**config.mk**
```make
export PLATFORM = sky130hd
export DESIGN_NAME = trig_seq
export DESIGN_NICKNAME = d
export VERILOG_FILES = /design/src/rtl/trig_seq.sv
export SDC_FILE = /design/constraint.sdc
export NUM_CORES = 1
export LEC_CHECK = 0
export BUFFER_PORTS_ARGS = -buffer_cell sky130_fd_sc_hd__buf_2
export CAP_MARGIN = 20
export CORE_AREA = 2 2 290 292
export CTS_BUF_LIST = sky130_fd_sc_hd__clkbuf_8
export CTS_CLUSTER_SIZE = 40
export DETAILED_ROUTE_END_ITERATION = 6
export DIE_AREA = 0 0 292 294
export PLACE_DENSITY = 0.34
export RECOVER_POWER = 25
export REMOVE_ABC_BUFFERS = 1
export SLEW_MARGIN = 15
export SYNTH_ARGS = -nofsm -noshare
export SYNTH_HDL_FRONTEND = slang
export SYNTH_SLANG_ARGS = --single-unit
```
**constraint.sdc**
```tcl
create_clock -name clk -period 7.9 [get_ports clk]
set_input_delay 0.395 -clock clk [delete_from_list [all_inputs] [get_ports clk]]
set_output_delay 0.395 -clock clk [all_outputs]
set_load 0.05 [all_outputs]
```
**src/rtl/trig_seq.sv**
```systemverilog
module trig_seq #(
  parameter int NUM_LEVELS    = 12,
  parameter int TIMING_LEVELS = 10,
  parameter int NUM_FLAGS     = 6,
  parameter int CNT_W         = 20,
  parameter int TMR_W         = 16
) (
  input  logic                                 clk,
  input  logic                                 rst_n,
  input  logic [NUM_LEVELS*(3*(4+2*$clog2(NUM_FLAGS+2))+$clog2(NUM_LEVELS)+CNT_W+4)-1:0] cfg_levels,
  input  logic [$clog2(NUM_LEVELS)-1:0]        cfg_last,
  input  logic                                 timing_mode,
  input  logic [2*TMR_W-1:0]                   tmr_limit,
  input  logic [NUM_FLAGS-1:0]                 flags,
  input  logic                                 strobe,
  input  logic                                 arm_run,
  input  logic                                 arm_peer,
  input  logic                                 ext_arm,
  output logic [$clog2(NUM_LEVELS)-1:0]        level,
  output logic                                 active,
  output logic                                 store_en,
  output logic                                 trig
);
  localparam int LVL_W  = $clog2(NUM_LEVELS);
  localparam int SRC_W  = $clog2(NUM_FLAGS + 2);
  localparam int NSRC   = 1 << SRC_W;
  localparam int TERM_W = 4 + 2 * SRC_W;
  localparam int TGT_LO = 3 * TERM_W;
  localparam int CNT_LO = TGT_LO + LVL_W;
  localparam int TMR_LO = CNT_LO + CNT_W;
  localparam int LW     = TMR_LO + 4;
  localparam logic [LVL_W-1:0] MAX_S = LVL_W'(NUM_LEVELS - 1);
  localparam logic [LVL_W-1:0] MAX_T = LVL_W'(TIMING_LEVELS - 1);

  function automatic logic eval_term(input logic [TERM_W-1:0] t, input logic [NSRC-1:0] s);
    logic a, b;
    a = s[t[2*SRC_W-1:SRC_W]];
    b = s[t[SRC_W-1:0]];
    case (t[TERM_W-1 -: 4])
      4'd0: return 1'b1;
      4'd2: return a;
      4'd3: return !a;
      4'd4: return a & b;
      4'd5: return !(a & b);
      4'd6: return a | b;
      4'd7: return !(a | b);
      4'd8: return a ^ b;
      4'd9: return !(a ^ b);
      default: return 1'b0;
    endcase
  endfunction

  logic [LVL_W-1:0] lvl_q, nxt_lvl, cap, last_lvl, tgt;
  logic [CNT_W-1:0] occ_q, nxt_occ, need;
  logic             act_q, st_q, tr_q, ext_q;
  logic             fire, enter, arm_go;
  logic [1:0]       texp;
  logic [NSRC-1:0]  src;
  logic [LW-1:0]    cur_w, nxt_w;

  assign cap      = timing_mode ? MAX_T : MAX_S;
  assign last_lvl = (cfg_last > cap) ? cap : cfg_last;
  assign cur_w    = cfg_levels[int'(lvl_q)*LW +: LW];
  assign nxt_w    = cfg_levels[int'(nxt_lvl)*LW +: LW];
  assign tgt      = cur_w[TGT_LO +: LVL_W];
  assign need     = (cur_w[CNT_LO +: CNT_W] == '0) ? CNT_W'(1) : cur_w[CNT_LO +: CNT_W];
  assign arm_go   = !act_q && (arm_run || arm_peer || (ext_arm && !ext_q));

  always_comb begin
    src = '0;
    src[NUM_FLAGS-1:0] = flags;
    src[NUM_FLAGS]     = texp[0];
    src[NUM_FLAGS+1]   = texp[1];
  end

  always_comb begin
    nxt_lvl = lvl_q;
    nxt_occ = occ_q;
    enter   = 1'b0;
    fire    = 1'b0;
    if (act_q && strobe) begin
      if (eval_term(cur_w[TERM_W +: TERM_W], src)) begin
        nxt_lvl = (tgt > last_lvl) ? last_lvl : tgt;
        nxt_occ = '0;
        enter   = 1'b1;
      end else if (eval_term(cur_w[0 +: TERM_W], src)) begin
        if (occ_q + 1'b1 >= need) begin
          if (lvl_q >= last_lvl) fire = 1'b1;
          else begin
            nxt_lvl = lvl_q + 1'b1;
            nxt_occ = '0;
            enter   = 1'b1;
          end
        end else begin
          nxt_occ = occ_q + 1'b1;
        end
      end
    end
  end

  for (genvar g = 0; g < 2; g++) begin : g_tmr
    logic [TMR_W-1:0] cnt_q;
    logic             run_q;
    logic [TMR_W-1:0] lim;
    logic [1:0]       act;
    assign lim     = tmr_limit[g*TMR_W +: TMR_W];
    assign act     = nxt_w[TMR_LO + 2*g +: 2];
    assign texp[g] = (lim != '0) && (cnt_q == lim);
    always_ff @(posedge clk) begin
      if (!rst_n || arm_go) begin
        cnt_q <= '0;
        run_q <= 1'b0;
      end else if (fire) begin
        run_q <= 1'b0;
      end else if (enter && nxt_lvl != '0 && act != 2'd0) begin
        case (act)
          2'd1: begin cnt_q <= '0; run_q <= 1'b1; end
          2'd2: run_q <= 1'b0;
          default: run_q <= 1'b1;
        endcase
      end else if (run_q && cnt_q != lim) begin
        cnt_q <= cnt_q + 1'b1;
      end
    end
  end

  always_ff @(posedge clk) begin
    if (!rst_n) begin
      lvl_q <= '0;
      occ_q <= '0;
      act_q <= 1'b0;
      st_q  <= 1'b0;
      tr_q  <= 1'b0;
      ext_q <= 1'b0;
    end else begin
      ext_q <= ext_arm;
      tr_q  <= fire;
      st_q  <= act_q && strobe && (timing_mode || eval_term(cur_w[2*TERM_W +: TERM_W], src));
      if (arm_go) begin
        act_q <= 1'b1;
        lvl_q <= '0;
        occ_q <= '0;
      end else if (fire) begin
        act_q <= 1'b0;
        lvl_q <= '0;
        occ_q <= '0;
      end else begin
        lvl_q <= nxt_lvl;
        occ_q <= nxt_occ;
      end
    end
  end

  assign level    = lvl_q;
  assign active   = act_q;
  assign store_en = st_q;
  assign trig     = tr_q;
endmodule

```
==> run summary, run 1 <==
Status -> completed
Global-route met1 utilization -> 0.190
Final net count -> 2743
EDFF count, synth -> 0
Clk Latency, worst-skew pair -> 0.42 ns
Critical path launch point type -> flop
Leakage -> 7.20 nW
Die Span X -> 292 microns
Switching Fraction -> 0.396
Die area -> 85800 sq um
Final Util -> 0.200
Placed cells -> 3028
Antenna violations before repair -> 47
Kind of critical path -> flop to flop
Crit path DAT -> 7.65 ns
Htree depth -> 3
Clk pin slew, worst setup/hold paths -> 0.10 ns
Sequential Power Share -> 0.238
Via density -> 4.53
YS warnings -> 0
CTS buffer count -> 9
CTS Hold Bufs -> 0
RSZ-0062 raised after global routing -> no
IO Pins -> 752
First-pass GRT wire length -> 103000 microns
TritonCTS clock tree -> yes
Final std cells w/o fill -> 3060
Wire per inst -> 24.0 microns
Worst-Margin Slew -> 1.02 ns
Synth top area share -> 0.311
Die H -> 294 microns
Flops & latches, synth -> 62
Largest net degree at the start of global routing -> 64
Reg-to-reg setup timing slack -> 0.61 ns
Crit Path Max Fanout -> 39
Antenna Nets Post-Route -> 0
Switching power total -> 0.000535 W
Share of layout cells above drive strength 1 -> 0.513
Routability Congestion -> 0.982
Ys async rst share -> 0
Worst Setup SP -> level[0]
GRT busiest layer -> met2
Post-Route WL -> 73400 microns
Leading area contributor after synthesis -> mux4_2
Global route total overflow -> 0
Worst reg2reg path depth -> 20
Area grow syn2layout -> 46.7%
Reg2reg end -> g_tmr[1].cnt_q[13]
Synth area leaders -> mux4_2 31%, dfxtp_1 11%, mux2i_1 6.0%
Clk buf depth -> 2
Dpl hpwl -> 63300 microns
WP data required -> 8.25 ns
DRC Markers -> 0
Vias in the first global route -> 14700
Met2 Use GR -> 0.300
Max Slew Vio Count -> 0
CTS sink cnt -> 62
Site row count -> 106
Vias -> 13900
Clock skew -> 0.0234 ns
Kind of end point of the critical path -> flop
Clk network pwr share -> 0.231
Yosys cell types -> 85
Seq/Total Area, Yosys -> 0.110
GR Util met3 -> 0.0428
Cell Area, Synth -> 11300 sq um
Post-Synthesis Cells -> 1246
Final setup vio count -> 0
Buffers on Ports -> 750
Maximum VDD drop -> 89.9 uV
Drt first pass iters -> 5
Average size of a mapped cell -> 9.08 sq um
Combinational Power Share -> 0.531
CP endpoint -> g_tmr[1].cnt_q[13]
Internal -> 0.000815 W
Final min period -> 7.29 ns
Hold Crit Class -> primary input to flop
Starting density of the core -> 0.136
MaxCap Viol Count -> 0
Slew headroom -> 0.319
GRT Total Usage -> 0.165
Main synth FF type -> dfxtp_1
Core area -> 82900 sq um
F_max -> 0.137 GHz
P per Cell Area -> 81.3 nW/um^2
R2r startpoint -> level[0]
Postcts setup bufs -> 0
Root Driver -> clkbuf_8
Initial drt markers -> 772
Post-CTS Resized -> 0
Final hold violation count -> 0
Fin crit share -> 0.923
## kinds of logic after synthesis
kind of cell               Yosys count  synth area share
AOI/OAI and AO/OA                  299             0.181
DFF                                 62             0.110
adders and majority gates           39            0.0432
and+or+nand+nor                    431             0.189
xor gates and xnor gates            54            0.0418
muxes                              241             0.388
buffers and inverters              120            0.0480
## metal layers
metal	share of wire	wire (microns)
met4	0.026	1880
met3	0.067	4900
met1	0.40	29400
met5	0.0023	167
met2	0.51	37100
## power groups by stage
stage          combinational [W]  clock [W]  sequential, W
6_report                0.000717   0.000312       0.000321
5_1_grt                 0.000783   0.000347       0.000322
4_1_cts                 0.000731   0.000340       0.000321
3_5_place_dp            0.000728          0       0.000329
3_3_place_gp            0.000720          0       0.000329
2_1_floorplan           0.000364          0       0.000345
## final cells by class
class / instances / area, sq um
inverters: 28 / 106
repair buffers: 794 / 4120
clock buffers: 10 / 138
fillers: 9324 / 66300
diodes: 16 / 40.0
multi-input cells: 1064 / 9530
clock inverters: 6 / 55.1
flip-flops and latches: 62 / 1250
well taps: 1080 / 1350
## metrics by stage
stage               TNS, ns  power [W]  area [sq um]  hold slack, ns  worst slack (ns)
floorplan           -276.01   0.000710         10900           0.436             -5.62
global placement          0    0.00105         16400           0.467             0.494
detailed placement        0    0.00106         16400           0.472             0.475
CTS                       0    0.00139         16600           0.185             0.453
global route              0    0.00145         16600           0.199            0.0305
finish                    0    0.00135         16600           0.233             0.606
## worst max-delay path: stages (launching register included)
cell	delay, ns
dfxtp_4	0.90
buf_4	0.34
mux4_2	0.52
nand2_1	0.13
o21a_1	0.17
nor3_1	0.06
o311ai_0	0.77
nand2_1	0.17
ha_1	0.27
o311a_1	0.35
a21o_1	0.18
a32oi_1	0.20
nand2_1	0.22
buf_4	0.25
a31o_2	0.30
nor3_1	0.31
mux2_2	0.37
o211a_1	0.20
or4_1	0.59
nor2_2	0.59
a31o_2	0.25
## registers in the layout, indices dropped and copies added, names as in the netlist
signal,cells
g_tmr.cnt_q,32
occ_q,20
level,4
g_tmr.run_q,2
active,1
ext_q,1
store_en,1
trig,1
## cell usage after synthesis, drive strengths merged, types with 28 or more instances
cell    instances
nand4          30
mux4          156
dfxtp          62
o21ai          57
nand3          37
a21oi          68
clkbuf         49
buf            43
xor2           43
mux2i          68
nor4           28
nor2           74
ha             39
nand2         151
## worst min-delay path by stage
stage / slack [ns] / cells past startpoint / startpoint / end
floorplan: 0.44 / 2 / g_tmr[0].run_q / g_tmr[0].run_q
global route: 0.20 / 2 / ext_arm / ext_q
global placement: 0.47 / 2 / g_tmr[0].run_q / g_tmr[0].run_q
detailed placement: 0.47 / 2 / g_tmr[0].run_q / g_tmr[0].run_q
CTS: 0.19 / 2 / ext_arm / ext_q
finish: 0.23 / 2 / ext_arm / ext_q
## layout by cell type (no fill, tap or decap), types with 17 or more instances in the layout
cell type | netlist | layout
nand2_1 | 151 | 151
a22oi_1 | 20 | 20
dfxtp_1 | 62 | 58
buf_4 | 4 | 41
buf_2 | 16 | 745
ha_1 | 39 | 39
nor4_1 | 28 | 28
nor2_1 | 73 | 73
mux4_2 | 156 | 156
inv_1 | 26 | 27
a21o_1 | 19 | 19
a21oi_1 | 67 | 67
o21ai_0 | 55 | 54
nand3_1 | 36 | 36
nor3_1 | 21 | 21
and3_1 | 19 | 19
nand4_1 | 30 | 30
xor2_1 | 43 | 43
mux2i_1 | 68 | 68
mux2_2 | 17 | 17
(Power assumes the default switching activity.)
==> inputs of run 2 (changes only) <==
==> constraint.sdc (replaced) <==
create_clock -name clk -period 7.9 [get_ports clk]
set_input_delay 0.395 -clock clk [delete_from_list [all_inputs] [get_ports clk]]
set_output_delay 0.395 -clock clk [all_outputs]
set_load 0.02 [all_outputs]
==> run 2 against run 1 <==
Sequential share of layout area hardly changed. Critical path depth stayed put. Cell count stayed put. Global-route usage stayed put. Setup slack stayed put. Clock power hardly changed.
==> run summary, run 2 (synthesized netlist as in run 1, its figures left out) <==
Final net count -> 2743
Dpl cell area -> 16400 sq um
Crit path DAT -> 7.65 ns
CTS sink cnt -> 62
Buffers on Ports -> 750
Placed cells -> 3028
Initial drt markers -> 772
Drt first pass iters -> 5
IO Pins -> 752
Commonest non-fill, non-tap cell in the layout -> buf_2
Worst-Margin Slew -> 1.02 ns
GRT Total Usage -> 0.165
Reg-to-reg setup timing slack -> 0.61 ns
CTS Hold Bufs -> 0
Largest net degree at the start of global routing -> 64
Worst reg2reg path depth -> 20
Vias -> 13900
Area grow syn2layout -> 46.7%
Setup_tns -> 0 ns
Clk pin slew, worst setup/hold paths -> 0.10 ns
Total chip power -> 0.00135 W
RSZ-0062 raised after global routing -> no
Clk buf depth -> 2
Core area -> 82900 sq um
Routability Congestion -> 0.982
Dpl hpwl -> 63300 microns
Crit Path Max Fanout -> 39
Maximum VDD drop -> 89.9 uV
Htree depth -> 3
Leakage -> 7.20 nW
Clock skew -> 0.0234 ns
Design area -> 16600 sq um
Antenna violations before repair -> 47
Max Slew Vio Count -> 0
Final setup vio count -> 0
Postcts setup bufs -> 0
Final min period -> 7.29 ns
Root Driver -> clkbuf_8
Slew headroom -> 0.319
Antenna Nets Post-Route -> 0
Most frequent cells in the layout -> 746 x buf_2, 156 x mux4_2, 151 x nand2_1, 73 x nor2_1, 68 x mux2i_1
Via density -> 4.53
F_max -> 0.137 GHz
MaxCap Viol Count -> 0
Die Span X -> 292 microns
Post-Route WL -> 73400 microns
Status -> completed
Starting density of the core -> 0.136
Wire per inst -> 24.0 microns
CTS buffer count -> 9
Final std cells w/o fill -> 3060
Hold Crit Class -> primary input to flop
P per Cell Area -> 81.1 nW/um^2
TritonCTS clock tree -> yes
Kind of critical path -> flop to flop
Clk Latency, worst-skew pair -> 0.42 ns
WP data required -> 8.25 ns
Worst hold path startpoint -> ext_arm
R2r startpoint -> level[0]
Critical path launch point type -> flop
Kind of end point of the critical path -> flop
Largest register FFs -> 32
Site row count -> 106
First-pass GRT wire length -> 103000 microns
Fin crit share -> 0.923
Share of layout cells above drive strength 1 -> 0.514
Vias in the first global route -> 14700
Hold Path Sink -> ext_q
Final hold violation count -> 0
Reg2reg end -> g_tmr[1].cnt_q[13]
Final Util -> 0.200
Die H -> 294 microns
DRC Markers -> 0
Fill count -> 9323
Reg with most FFs -> g_tmr.cnt_q
Worst hold path cell count -> 2
Global route total overflow -> 0
Die area -> 85800 sq um
Post-CTS Resized -> 0
## run 2: changes by cell type in the layout (fill, tap and decap cells not counted), sizes merged
cell	delta
clkbuf	-1
buf	+1
## run 2: worst max-delay path by stage
stage,startpoint,endpoint,slack (ns),cells past startpoint
after global routing,level[0],g_tmr[1].cnt_q[13],0.03,22
after floorplan,level[0],g_tmr[1].cnt_q[2],-5.36,15
after global placement,level[0],g_tmr[1].cnt_q[1],0.49,20
after CTS,level[0],g_tmr[1].cnt_q[13],0.45,20
after detailed placement,level[0],g_tmr[1].cnt_q[1],0.47,20
final,level[0],g_tmr[1].cnt_q[13],0.61,20
## run 2: area by class of cell
cell class,count,area (sq um),share of cell area
tap,1080,1350,0.0814
multi-input combinational,1064,9530,0.575
clock buffer,10,138,0.00829
timing repair buffer,794,4120,0.248
clock inverter,6,55.1,0.00332
inverter,28,106,0.00641
sequential,62,1250,0.0755
antenna,16,40.0,0.00241
## run 2: power breakdown
group	leakage, nW	total [W]	switching, W	internal [W]
Clock	0.105	0.000312	0.000161	0.000151
Sequential	0.503	0.000321	0.00000730	0.000313
Combinational	6.59	0.000714	0.000364	0.000350
Total	7.20	0.00135	0.000532	0.000815
## run 2: per-stage QoR
step | hold WS, ns | setup slack (ns)
global route | 0.199 | 0.0305
detailed placement | 0.472 | 0.475
global placement | 0.467 | 0.494
CTS | 0.185 | 0.453
floorplan | 0.436 | -5.36
finish | 0.233 | 0.606
## run 2: metal layers
metal  vias up  global-route usage  part of all wire
met5         -                   0            0.0023
met4        24              0.0480             0.026
met3        87              0.0428             0.066
met2       560               0.300              0.51
met1      6792               0.190              0.40
li1       6410                   -                 -
## run 2: critical path, cell delays in order (launching register included)
cell	delay [ns]
dfxtp_4	0.90
buf_4	0.34
mux4_2	0.52
nand2_1	0.13
o21a_1	0.17
nor3_1	0.06
o311ai_0	0.77
nand2_1	0.17
ha_1	0.27
o311a_1	0.35
a21o_1	0.18
a32oi_1	0.20
nand2_1	0.22
buf_4	0.25
a31o_2	0.30
nor3_1	0.31
mux2_2	0.37
o211a_1	0.20
or4_1	0.59
nor2_2	0.59
a31o_2	0.25
==> inputs of run 3 (changes only) <==
--- a/config.mk
+++ b/config.mk
@@ -12,7 +12,7 @@
 export CTS_CLUSTER_SIZE = 40
 export DETAILED_ROUTE_END_ITERATION = 6
 export DIE_AREA = 0 0 292 294
-export PLACE_DENSITY = 0.34
+export PLACE_DENSITY = 0.33
 export RECOVER_POWER = 25
 export REMOVE_ABC_BUFFERS = 1
 export SLEW_MARGIN = 15
==> constraint.sdc (replaced) <==
create_clock -name clk -period 8.5 [get_ports clk]
set_input_delay 0.425 -clock clk [delete_from_list [all_inputs] [get_ports clk]]
set_output_delay 0.425 -clock clk [all_outputs]
set_load 0.02 [all_outputs]
==> run 3 against run 2 <==
Critical path type unchanged. Largest cell class unchanged. Cell count decreased by 0.49%. Fmax decreased by 3.6%. Non-clock buffer count decreased by 6. Critical endpoint is now g_tmr[0].cnt_q[8]. Sequential power decreased by 7.2%. Setup slack improved by 0.33 ns. Critical path depth increased by 2.
==> run summary, run 3 (synthesized netlist as in run 1, its figures left out) <==
Largest net degree at the start of global routing -> 53
Kind of critical path -> flop to flop
Reg-to-reg setup timing slack -> 0.93 ns
Slowest CP cell -> nor3b_2
Drt first pass iters -> 5
Reg2reg end -> g_tmr[0].cnt_q[8]
Clk pin slew, worst setup/hold paths -> 0.08 ns
Critical path launch point type -> flop
CTS buffer count -> 9
Crit path DAT -> 7.87 ns
Setup_tns -> 0 ns
Internal -> 0.000778 W
Die area -> 85800 sq um
Post-CTS Resized -> 0
Buffers on Ports -> 750
Vias -> 13600
DRC Markers -> 0
CTS sink cnt -> 62
Final Util -> 0.200
Antenna Nets Post-Route -> 0
Commonest non-fill, non-tap cell in the layout -> buf_2
Switching Fraction -> 0.391
Final net count -> 2737
Most frequent cells in the layout -> 746 x buf_2, 156 x mux4_2, 151 x nand2_1, 73 x nor2_1, 68 x mux2i_1
Combinational Power Share -> 0.520
Peak per-stage delay on the critical path -> 0.68 ns
Clk network pwr share -> 0.246
GRT Total Usage -> 0.165
Global route total overflow -> 0
Die Span X -> 292 microns
Final hold violation count -> 0
IO Pins -> 752
Postcts setup bufs -> 0
Total chip power -> 0.00128 W
Core area -> 82900 sq um
Clk Latency, worst-skew pair -> 0.40 ns
Sequential Power Share -> 0.233
Starting density of the core -> 0.136
Htree depth -> 3
Critical path buffers and inverters -> 1
Antenna violations before repair -> 39
Initial drt markers -> 691
Root Driver -> clkbuf_8
Max Slew Vio Count -> 0
WP data required -> 8.80 ns
Leakage -> 7.18 nW
CTS Hold Bufs -> 0
TritonCTS clock tree -> yes
Post-Route WL -> 73200 microns
Family with the most delay on the worst path -> simple AND/OR/NAND/NOR gates
Status -> completed
Slew headroom -> 0.241
Clock skew -> 0.0166 ns
Hold Crit Class -> primary input to flop
Worst hold path cell count -> 2
F_max -> 0.132 GHz
Design area -> 16500 sq um
Switching power total -> 0.000500 W
Crit-path cells -> buf_12 -> mux4_2 -> nand2_1 -> a21oi_1 -> a21oi_1 -> nand4_1 -> nor4b_1 -> a31o_2 -> ha_1 -> nand2b_1 -> a21o_1 -> a21oi_1 -> o21a_1 -> o211ai_1 -> nand4_1 -> a2111o_1 -> nand3_2 -> mux2i_1 -> o22ai_1 -> nor3b_2 -> nand4_1 -> o32ai_1
RSZ-0062 raised after global routing -> no
Kind of end point of the critical path -> flop
Worst reg2reg path depth -> 22
Wire per inst -> 24.0 microns
Dpl hpwl -> 63700 microns
Die H -> 294 microns
R2r startpoint -> level[0]
MaxCap Viol Count -> 0
Clk buf depth -> 2
Area grow syn2layout -> 46.3%
First-pass GRT wire length -> 102000 microns
Reg with most FFs -> g_tmr.cnt_q
Largest register FFs -> 32
Hold Path Sink -> ext_q
Final setup vio count -> 0
Via density -> 4.48
Site row count -> 106
Crit Path Max Fanout -> 41
Vias in the first global route -> 14600
Hold slack -> 0.303 ns
Final min period -> 7.57 ns
Routability Congestion -> 0.931
Dpl cell area -> 16300 sq um
P per Cell Area -> 77.2 nW/um^2
Worst-Margin Slew -> 1.14 ns
Maximum VDD drop -> 76.7 uV
Fin crit share -> 0.890
Worst hold path startpoint -> ext_arm
Share of layout cells above drive strength 1 -> 0.512
## run 3: cell types whose count changed in the layout (fill, tap and decap cells not counted), sizes merged
cell	previous run	this run
diode	16	7
buf	790	783
bufinv	1	2
## run 3: power groups by stage
stage / Sequential (W) / Clock, W / Combinational [W]
finish: 0.000298 / 0.000315 / 0.000665
global route: 0.000299 / 0.000341 / 0.000728
CTS: 0.000299 / 0.000333 / 0.000679
detailed placement: 0.000305 / 0 / 0.000676
global placement: 0.000305 / 0 / 0.000665
floorplan: 0.000318 / 0 / 0.000337
## run 3: final cells by class
class / instances / area (sq um)
multi-input combinational: 1064 / 9530
clock buffer: 9 / 124
timing repair buffer: 788 / 4070
sequential: 62 / 1250
clock inverter: 7 / 90.1
tap: 1080 / 1350
fill: 9355 / 66300
inverter: 28 / 105
antenna: 7 / 17.5
## run 3: worst max-delay path by stage
stage | startpoint | to | slack [ns] | depth (start not counted)
2_1_floorplan | level[0] | g_tmr[1].cnt_q[2] | -4.76 | 15
3_3_place_gp | level[0] | g_tmr[1].cnt_q[1] | 0.90 | 23
3_5_place_dp | level[0] | g_tmr[0].cnt_q[8] | 0.86 | 22
4_1_cts | level[0] | g_tmr[0].cnt_q[8] | 0.83 | 22
5_1_grt | level[0] | g_tmr[0].cnt_q[8] | 0.23 | 19
6_report | level[0] | g_tmr[0].cnt_q[8] | 0.93 | 22
## run 3: worst reg2reg max path, stage by stage (launching register included)
cell	delay, ns
dfxtp_4	0.63
buf_12	0.40
mux4_2	0.63
nand2_1	0.08
a21oi_1	0.06
a21oi_1	0.35
nand4_1	0.13
nor4b_1	0.29
a31o_2	0.21
ha_1	0.11
nand2b_1	0.09
a21o_1	0.11
a21oi_1	0.08
o21a_1	0.21
o211ai_1	0.49
nand4_1	0.56
a2111o_1	0.62
nand3_2	0.38
mux2i_1	0.28
o22ai_1	0.12
nor3b_2	0.68
nand4_1	0.52
o32ai_1	0.43
## run 3: routing by layer
metal  share of wire  wire length [microns]  global-route usage  vias up
met5          0.0024                    176                   0        -
met4           0.025                   1850              0.0419       28
met3           0.082                   6030              0.0541       87
met2            0.51                  37200               0.302      557
met1            0.38                  27900               0.182     6597
li1                -                      -                   -     6376
## run 3: through the flow
stage,cells,worst slack [ns]
detailed placement,3022,0.862
finish,3045,0.931
global placement,3021,0.905
floorplan,1154,-4.76
CTS,3038,0.829
global route,3042,0.235
